--- config.mk ---
export PLATFORM = sky130hd
export DESIGN_NAME = fp_timing_err_ctrl
export DESIGN_NICKNAME = d
export VERILOG_FILES = /design/src/rtl/tec_pkg.sv /design/src/rtl/tec_err_mask.sv /design/src/rtl/tec_sat_cnt.sv /design/src/rtl/tec_regs.sv /design/src/rtl/fp_timing_err_ctrl.sv
export SDC_FILE = /design/constraint.sdc
export NUM_CORES = 1
export LEC_CHECK = 0
export ABC_AREA = 1
export ABC_CLOCK_PERIOD_IN_PS = 2400
export BUFFER_PORTS_ARGS = -buffer_cell sky130_fd_sc_hd__buf_4
export CELL_PAD_IN_SITES_DETAIL_PLACEMENT = 1
export CELL_PAD_IN_SITES_GLOBAL_PLACEMENT = 2
export CORE_UTILIZATION = 28
export CTS_CLUSTER_DIAMETER = 50
export DETAILED_ROUTE_END_ITERATION = 6
export GPL_TIMING_DRIVEN = 0
export HOLD_SLACK_MARGIN = 0.15
export PLACE_DENSITY_LB_ADDON = 0.3
export SYNTH_ARGS = -nofsm -noshare
export SYNTH_HDL_FRONTEND = slang
export SYNTH_HIERARCHICAL = 1
export SYNTH_SLANG_ARGS = --single-unit
--- constraint.sdc ---
create_clock -name clk_i -period 2.4 [get_ports clk_i]
set_clock_uncertainty 0.2 [all_clocks]
set_input_delay 0.6 -clock clk_i [delete_from_list [all_inputs] [get_ports clk_i]]
set_output_delay 0.6 -clock clk_i [all_outputs]
set_load 0.005 [all_outputs]
--- src/rtl/tec_pkg.sv ---
package tec_pkg;
  localparam int WORD_W   = 32;
  localparam int FRAC_W   = 23;
  localparam int DATA_W   = 32;
  localparam int ADDR_W   = 3;
  localparam int N_W      = $clog2(FRAC_W + 1);
  localparam int N_LSB    = 8;
  localparam logic [ADDR_W-1:0] A_CTRL  = 3'd0;
  localparam logic [ADDR_W-1:0] A_ERRC  = 3'd1;
  localparam logic [ADDR_W-1:0] A_TOTC  = 3'd2;
  localparam logic [ADDR_W-1:0] A_OPSC  = 3'd3;
  localparam logic [ADDR_W-1:0] A_CLEAR = 3'd4;
endpackage

--- src/rtl/tec_err_mask.sv ---
module tec_err_mask
  import tec_pkg::*;
(
  input  logic              approx_i,
  input  logic [N_W-1:0]    n_i,
  output logic [WORD_W-1:0] mask_o
);
  for (genvar b = 0; b < WORD_W; b++) begin : g_bit
    if (b >= FRAC_W) begin : g_guard
      assign mask_o[b] = 1'b1;  // sign and exponent always checked
    end else begin : g_frac
      assign mask_o[b] = !approx_i || (n_i <= N_W'(b));
    end
  end
endmodule

--- src/rtl/tec_sat_cnt.sv ---
module tec_sat_cnt #(
  parameter int W = 32
) (
  input  logic         clk_i,
  input  logic         rst_ni,
  input  logic         clr_i,
  input  logic         inc_i,
  output logic [W-1:0] cnt_o
);
  localparam logic [W-1:0] MAX = '1;

  always_ff @(posedge clk_i or negedge rst_ni) begin
    if (!rst_ni)                     cnt_o <= '0;
    else if (clr_i)                  cnt_o <= '0;
    else if (inc_i && cnt_o != MAX)  cnt_o <= cnt_o + 1'b1;
  end

  a_r8_sat_hold: assert property (@(posedge clk_i) disable iff (!rst_ni)
    (cnt_o == MAX && !clr_i) |=> cnt_o == MAX);
  a_r9_clear_zero: assert property (@(posedge clk_i) disable iff (!rst_ni)
    clr_i |=> cnt_o == '0);
endmodule

--- src/rtl/tec_regs.sv ---
module tec_regs
  import tec_pkg::*;
#(
  parameter int COUNT_W = 32
) (
  input  logic               clk_i,
  input  logic               rst_ni,
  input  logic               we_i,
  input  logic [ADDR_W-1:0]  addr_i,
  input  logic [DATA_W-1:0]  wdata_i,
  input  logic [COUNT_W-1:0] err_cnt_i,
  input  logic [COUNT_W-1:0] tot_cnt_i,
  input  logic [COUNT_W-1:0] ops_cnt_i,
  output logic               approx_o,
  output logic [N_W-1:0]     n_o,
  output logic               clr_o,
  output logic [DATA_W-1:0]  rdata_o
);
  localparam logic [N_W-1:0] N_MAX = N_W'(FRAC_W);
  logic [N_W-1:0] n_wr;

  assign n_wr  = wdata_i[N_LSB +: N_W];
  assign clr_o = we_i && (addr_i == A_CLEAR);

  always_ff @(posedge clk_i or negedge rst_ni) begin
    if (!rst_ni) begin
      approx_o <= 1'b0;
      n_o      <= '0;
    end else if (we_i && addr_i == A_CTRL) begin
      approx_o <= wdata_i[0];
      n_o      <= (n_wr > N_MAX) ? N_MAX : n_wr;
    end
  end

  always_comb begin
    rdata_o = '0;
    case (addr_i)
      A_CTRL: begin
        rdata_o[0]             = approx_o;
        rdata_o[N_LSB +: N_W]  = n_o;
      end
      A_ERRC:  rdata_o[COUNT_W-1:0] = err_cnt_i;
      A_TOTC:  rdata_o[COUNT_W-1:0] = tot_cnt_i;
      A_OPSC:  rdata_o[COUNT_W-1:0] = ops_cnt_i;
      default: rdata_o = '0;
    endcase
  end

  a_r6_n_clamped: assert property (@(posedge clk_i) disable iff (!rst_ni)
    n_o <= N_MAX);
endmodule

--- src/rtl/fp_timing_err_ctrl.sv ---
module fp_timing_err_ctrl
  import tec_pkg::*;
#(
  parameter int NUM_STAGES = 2,
  parameter int COUNT_W    = 32
) (
  input  logic                         clk_i,
  input  logic                         rst_ni,
  input  logic                         res_valid_i,
  input  logic [NUM_STAGES*WORD_W-1:0] err_flags_i,
  input  logic                         reg_we_i,
  input  logic [ADDR_W-1:0]            reg_addr_i,
  input  logic [DATA_W-1:0]            reg_wdata_i,
  output logic [DATA_W-1:0]            reg_rdata_o,
  output logic                         replay_o,
  output logic                         done_o
);
  logic              approx, clr;
  logic [N_W-1:0]    n_bits;
  logic [WORD_W-1:0] merged, mask;
  logic              hit;
  logic [COUNT_W-1:0] err_cnt, tot_cnt, ops_cnt;

  always_comb begin
    merged = '0;
    for (int s = 0; s < NUM_STAGES; s++) merged |= err_flags_i[s*WORD_W +: WORD_W];
  end

  tec_err_mask u_mask (.approx_i(approx), .n_i(n_bits), .mask_o(mask));

  assign hit = |(merged & mask);

  always_ff @(posedge clk_i or negedge rst_ni) begin
    if (!rst_ni) begin
      replay_o <= 1'b0;
      done_o   <= 1'b0;
    end else begin
      replay_o <= res_valid_i && hit;
      done_o   <= res_valid_i && !hit;
    end
  end

  tec_sat_cnt #(.W(COUNT_W)) u_err_cnt (.clk_i, .rst_ni, .clr_i(clr),
    .inc_i(res_valid_i && hit), .cnt_o(err_cnt));
  tec_sat_cnt #(.W(COUNT_W)) u_tot_cnt (.clk_i, .rst_ni, .clr_i(clr),
    .inc_i(1'b1), .cnt_o(tot_cnt));
  tec_sat_cnt #(.W(COUNT_W)) u_ops_cnt (.clk_i, .rst_ni, .clr_i(clr),
    .inc_i(res_valid_i && !hit), .cnt_o(ops_cnt));

  tec_regs #(.COUNT_W(COUNT_W)) u_regs (
    .clk_i, .rst_ni, .we_i(reg_we_i), .addr_i(reg_addr_i), .wdata_i(reg_wdata_i),
    .err_cnt_i(err_cnt), .tot_cnt_i(tot_cnt), .ops_cnt_i(ops_cnt),
    .approx_o(approx), .n_o(n_bits), .clr_o(clr), .rdata_o(reg_rdata_o));

  // assertion-only view of the guarded high bits
  logic hi_flag;
  always_comb begin
    hi_flag = 1'b0;
    for (int s = 0; s < NUM_STAGES; s++)
      hi_flag |= |err_flags_i[s*WORD_W + FRAC_W +: WORD_W - FRAC_W];
  end

  a_r1_accurate_replay: assert property (@(posedge clk_i) disable iff (!rst_ni)
    (res_valid_i && !approx && |err_flags_i) |=> (replay_o && !done_o));
  a_r5_guard_replay: assert property (@(posedge clk_i) disable iff (!rst_ni)
    (res_valid_i && hi_flag) |=> replay_o);
  a_r2_exclusive: assert property (@(posedge clk_i) disable iff (!rst_ni)
    replay_o |-> !done_o);
  a_r2_needs_result: assert property (@(posedge clk_i) disable iff (!rst_ni)
    (replay_o || done_o) |-> $past(res_valid_i));
endmodule

==> out/summary.md <==
The final reports fail on setup timing. Hold is met by 0.2414 ns. The run gives 104 as the number of clock sinks. The most instantiated flip-flop cell in the synthesis netlist is sky130_fd_sc_hd__dfrtp_1.

The highest cell delay on the worst timing path was 0.40 ns; the overflow left after global routing was 0. The level count of the clock H-tree was 3; the growth of design area from synthesis to finish was 33.82%. The run finished, with violations left. In this run, the number of DRC markers left after iteration 0 of detailed routing was 449. The tools report the effective utilization at floorplan as 28.42%.

For the final-report max-slew violation count, the log shows 0. Counting the buffers created by CTS gives 9. The power after layout is 5.073 mW. Each instance of the synthesized netlist takes up on average 6.172 sq um. The synthesized design contains 0 enable-type register cells. For this run, the total global-route usage over all layers was measured as 22.81%. The number of placed cells counting well taps is 1920. During synthesis, Yosys emitted a total of 6 warnings.

The number of vias per cell after detailed routing was 4.910. The via count of the first global-routing pass is 10240, and the maximum VDD drop is 0.3406 mV. In the synthesized netlist the async set-or-reset flop fraction comes to 100.0%. TritonCTS built the clock tree.

The run gives 0 as the number of max-capacitance violations reported. Antenna diode count: 0. The placed instances occupy a cell area of 10070 sq um. The most frequent standard cell in the layout excluding fill and tap cells was sky130_fd_sc_hd__nand2_1. The finished layout holds 1983 standard cells, fillers aside. For the worst setup path, the data required time is 2.47 ns.

The count of unresolved DRC violations after routing was 0. In the final design database the tool counted 1688 nets. Before CTS, the worst setup slack after placement is -1.391 ns. Based on the critical path, the design can be clocked at up to 0.3952 GHz. STA classifies the critical path endpoint as a flop. Setup repair after global routing could not meet its margin everywhere. In this run the tightest slew margin relative to its limit is 53.31%. The routed wire length per instance was 17.83 um. Most common cell type on the critical path: sky130_fd_sc_hd__nand2_1. Clock latency on the worst-skew pair, taken at its later pin, is 0.37 ns. The number of buffers and inverters on the critical path is 6. The share of layout cells above drive strength 1 works out to 25.02%. The worst endpoint data arrival time came out at 2.60 ns. The type of the setup path with the least slack was reg -> reg.

The die is 178.0 um tall. The total half-perimeter wirelength after legalization and detailed placement is 26.30 mm, and the number of antenna violations at the first check in global routing is 0. Element type at the critical path start: a flop. After floorplanning, the core was divided into 64 placement rows.

Setup violations remaining at the end of the flow were counted as 46. The tools report the total wire length after detailed routing as 35.35 mm. The critical path goes through buf_6 > nor2_4 > inv_2 > o21ai_2 > o21ai_1 > nand2_1 > nor2_1 > nand2_1 > nor2_4 > buf_6 > a21oi_4 > buf_12 > nand2_8 > nand2_8 > clkinv_8 > clkbuf_16 > nand2_1 > nand2_1. The die width was 178.0 um; the mapped cell area was 8672 sq um.

Count of cell types in the netlist: 37. Global placement routability congestion: 0.8402. The final route contains 9736 vias. The count of port buffers added during placement came out at 109. Portion of the post-synthesis area used by sequential elements: 30.01%. Entering global routing, the biggest net connects 76 pins. The floorplan step defined a die boundary enclosing 31680 sq um. The first global-routing pass estimated 55.34 mm of wire. The final setup slack of the worst path came out at -0.1304 ns. 137 I/O pins were placed. The logs give 0 for the residual antenna-violating net count after detailed routing and 2 for the maximum clock insertion buffer count. Final critical path time including I/O delays and setup: 2.530 ns. The tightest min-delay check is of the in -> reg type. In this run the power density over the cells is 437.1 nW/um^2. The final design area excluding fillers is 11600 sq um, and the measured slew at the worst slew-check pin is 0.7003 ns. The count of state elements after synthesis is 104.

In this run the clock root is driven by a sky130_fd_sc_hd__clkbuf_16. The logs give 1405 for the number of cells produced by synthesis and 5.489 nW for the cell leakage power. The slowest stage of the critical path is the sky130_fd_sc_hd__dfrtp_1 cell. Of all nets on the critical path, the largest fanout is 8. The ratio of final minimum period to clock period is 105.4%.

The kind of cell with the highest combined delay on the critical path was buffers and inverters. In the layout the commonest cells are sky130_fd_sc_hd__nand2_1 (484), sky130_fd_sc_hd__nor2_1 (188), sky130_fd_sc_hd__buf_4 (138). The first detailed-routing pass took 5 iterations. After clock tree synthesis, the clock-pin slew on the worst setup and hold paths is 0.09 ns. The floorplan step defined a core boundary enclosing 30510 sq um.

The hold violation count in the final report was 0.
==> timing repair <==
| action | 4_1_cts | 5_1_grt |
|---|---|---|
| resized for setup | 115 | 88 |
| hold endpoints to repair | 29 | 0 |
| endpoints found under the setup margin | 125 | 91 |
| hold buffers | 1 | 0 |
| buffers inserted | 29 | 9 |
| pin swaps | 52 | 30 |
| gates cloned | 5 | 6 |
==> area by class of cell <==
| class | instances | area (sq um) |
|---|---|---|
| Fill cell | 3940 | 18900 |
| Multi-Input combinational cell | 1127 | 5673 |
| Sequential cell | 104 | 2606 |
| Timing Repair Buffer | 158 | 1495 |
| Inverter | 132 | 535.5 |
| Tap cell | 396 | 495.5 |
| Buffer | 50 | 494.2 |
| Clock buffer | 9 | 225.2 |
| Clock inverter | 7 | 80.08 |
==> cell usage after synthesis, types with 10 or more instances <==
cell / count / area [sq um]
sky130_fd_sc_hd__dfrtp_1: 104 / 2603
sky130_fd_sc_hd__inv_1: 122 / 457.9
sky130_fd_sc_hd__buf_6: 16 / 180.2
sky130_fd_sc_hd__nand2_1: 531 / 1993
sky130_fd_sc_hd__xnor2_1: 12 / 105.1
sky130_fd_sc_hd__o21ai_0: 22 / 110.1
sky130_fd_sc_hd__nand3_1: 141 / 705.7
sky130_fd_sc_hd__nand2_2: 13 / 81.33
sky130_fd_sc_hd__clkbuf_1: 11 / 41.29
sky130_fd_sc_hd__a21oi_1: 16 / 80.08
sky130_fd_sc_hd__o21ai_1: 63 / 315.3
sky130_fd_sc_hd__buf_4: 15 / 112.6
sky130_fd_sc_hd__nor2_2: 12 / 75.07
sky130_fd_sc_hd__nor2_1: 193 / 724.4
sky130_fd_sc_hd__nor2_4: 10 / 112.6
sky130_fd_sc_hd__nand4_1: 56 / 350.3
sky130_fd_sc_hd__xor2_1: 13 / 113.9
sky130_fd_sc_hd__nand2_4: 10 / 112.6
==> kinds of logic after synthesis <==
family	share of synthesized area, %
xor+xnor	2.525
flops	30.01
other cells	0.08660
fa+ha+maj	0.4329
simple gates	50.35
buf+inv	10.30
compound gates	6.291
==> sequential cells by signal (all words and copies together) (netlist names) <==
signal / count
u_tot_cnt/cnt_o: 32
u_err_cnt/cnt_o: 32
done_o: 1
u_ops_cnt/cnt_o: 32
u_regs/approx_o: 1
u_regs/n_o: 5
replay_o: 1
==> per-layer routing <==
| layer | part of all wire, % | track usage [%] | routed length, um |
|---|---|---|---|
| met1 | 47 | 29.33 | 16480 |
| met2 | 48 | 40.22 | 17110 |
| met3 | 3.1 | 2.344 | 1087 |
| met4 | 1.9 | 6.197 | 671 |
| met5 | 0 | 0 | 0 |
==> where the power goes <==
part           total [mW]  internal (mW)  switching [mW]
combinational        1.29          0.573           0.715
clock                1.63          0.823           0.809
sequential           2.15           1.89           0.262
total                5.07           3.29            1.79
==> metrics by stage <==
step | util (%) | setup TNS, ns
2_1_floorplan | - | 0
3_3_place_gp | 32.92 | -117.98
3_5_place_dp | 33.02 | -117.40
4_1_cts | 36.38 | -3.934
5_1_grt | 38.04 | -11.78
6_report | 38.04 | -3.494
==> final timing paths <==
kind                       cells past startpoint  slack, ns                  end               start
max                                           18      -0.13   u_err_cnt/cnt_o[5]       u_regs/n_o[2]
min                                            3       0.24      u_regs/approx_o      reg_wdata_i[0]
max reg2reg                                   18      -0.13   u_err_cnt/cnt_o[5]       u_regs/n_o[2]
min reg2reg                                    2       0.37   u_tot_cnt/cnt_o[1]  u_tot_cnt/cnt_o[1]
max in group asynchronous                      3       0.78  u_ops_cnt/cnt_o[16]              rst_ni
min in group asynchronous                      2       0.47  u_err_cnt/cnt_o[17]              rst_ni
==> worst reg2reg max path, delay by kind of cell (launching register included) <==
kind                   cells  cell delay [ns]
flip-flops                 1             0.40
AO/OA/AOI/OAI              3             0.38
buffers and inverters      6             0.77
AND/OR/NAND/NOR            9             0.70
No activity file was read; power rests on OpenSTA's default activity.
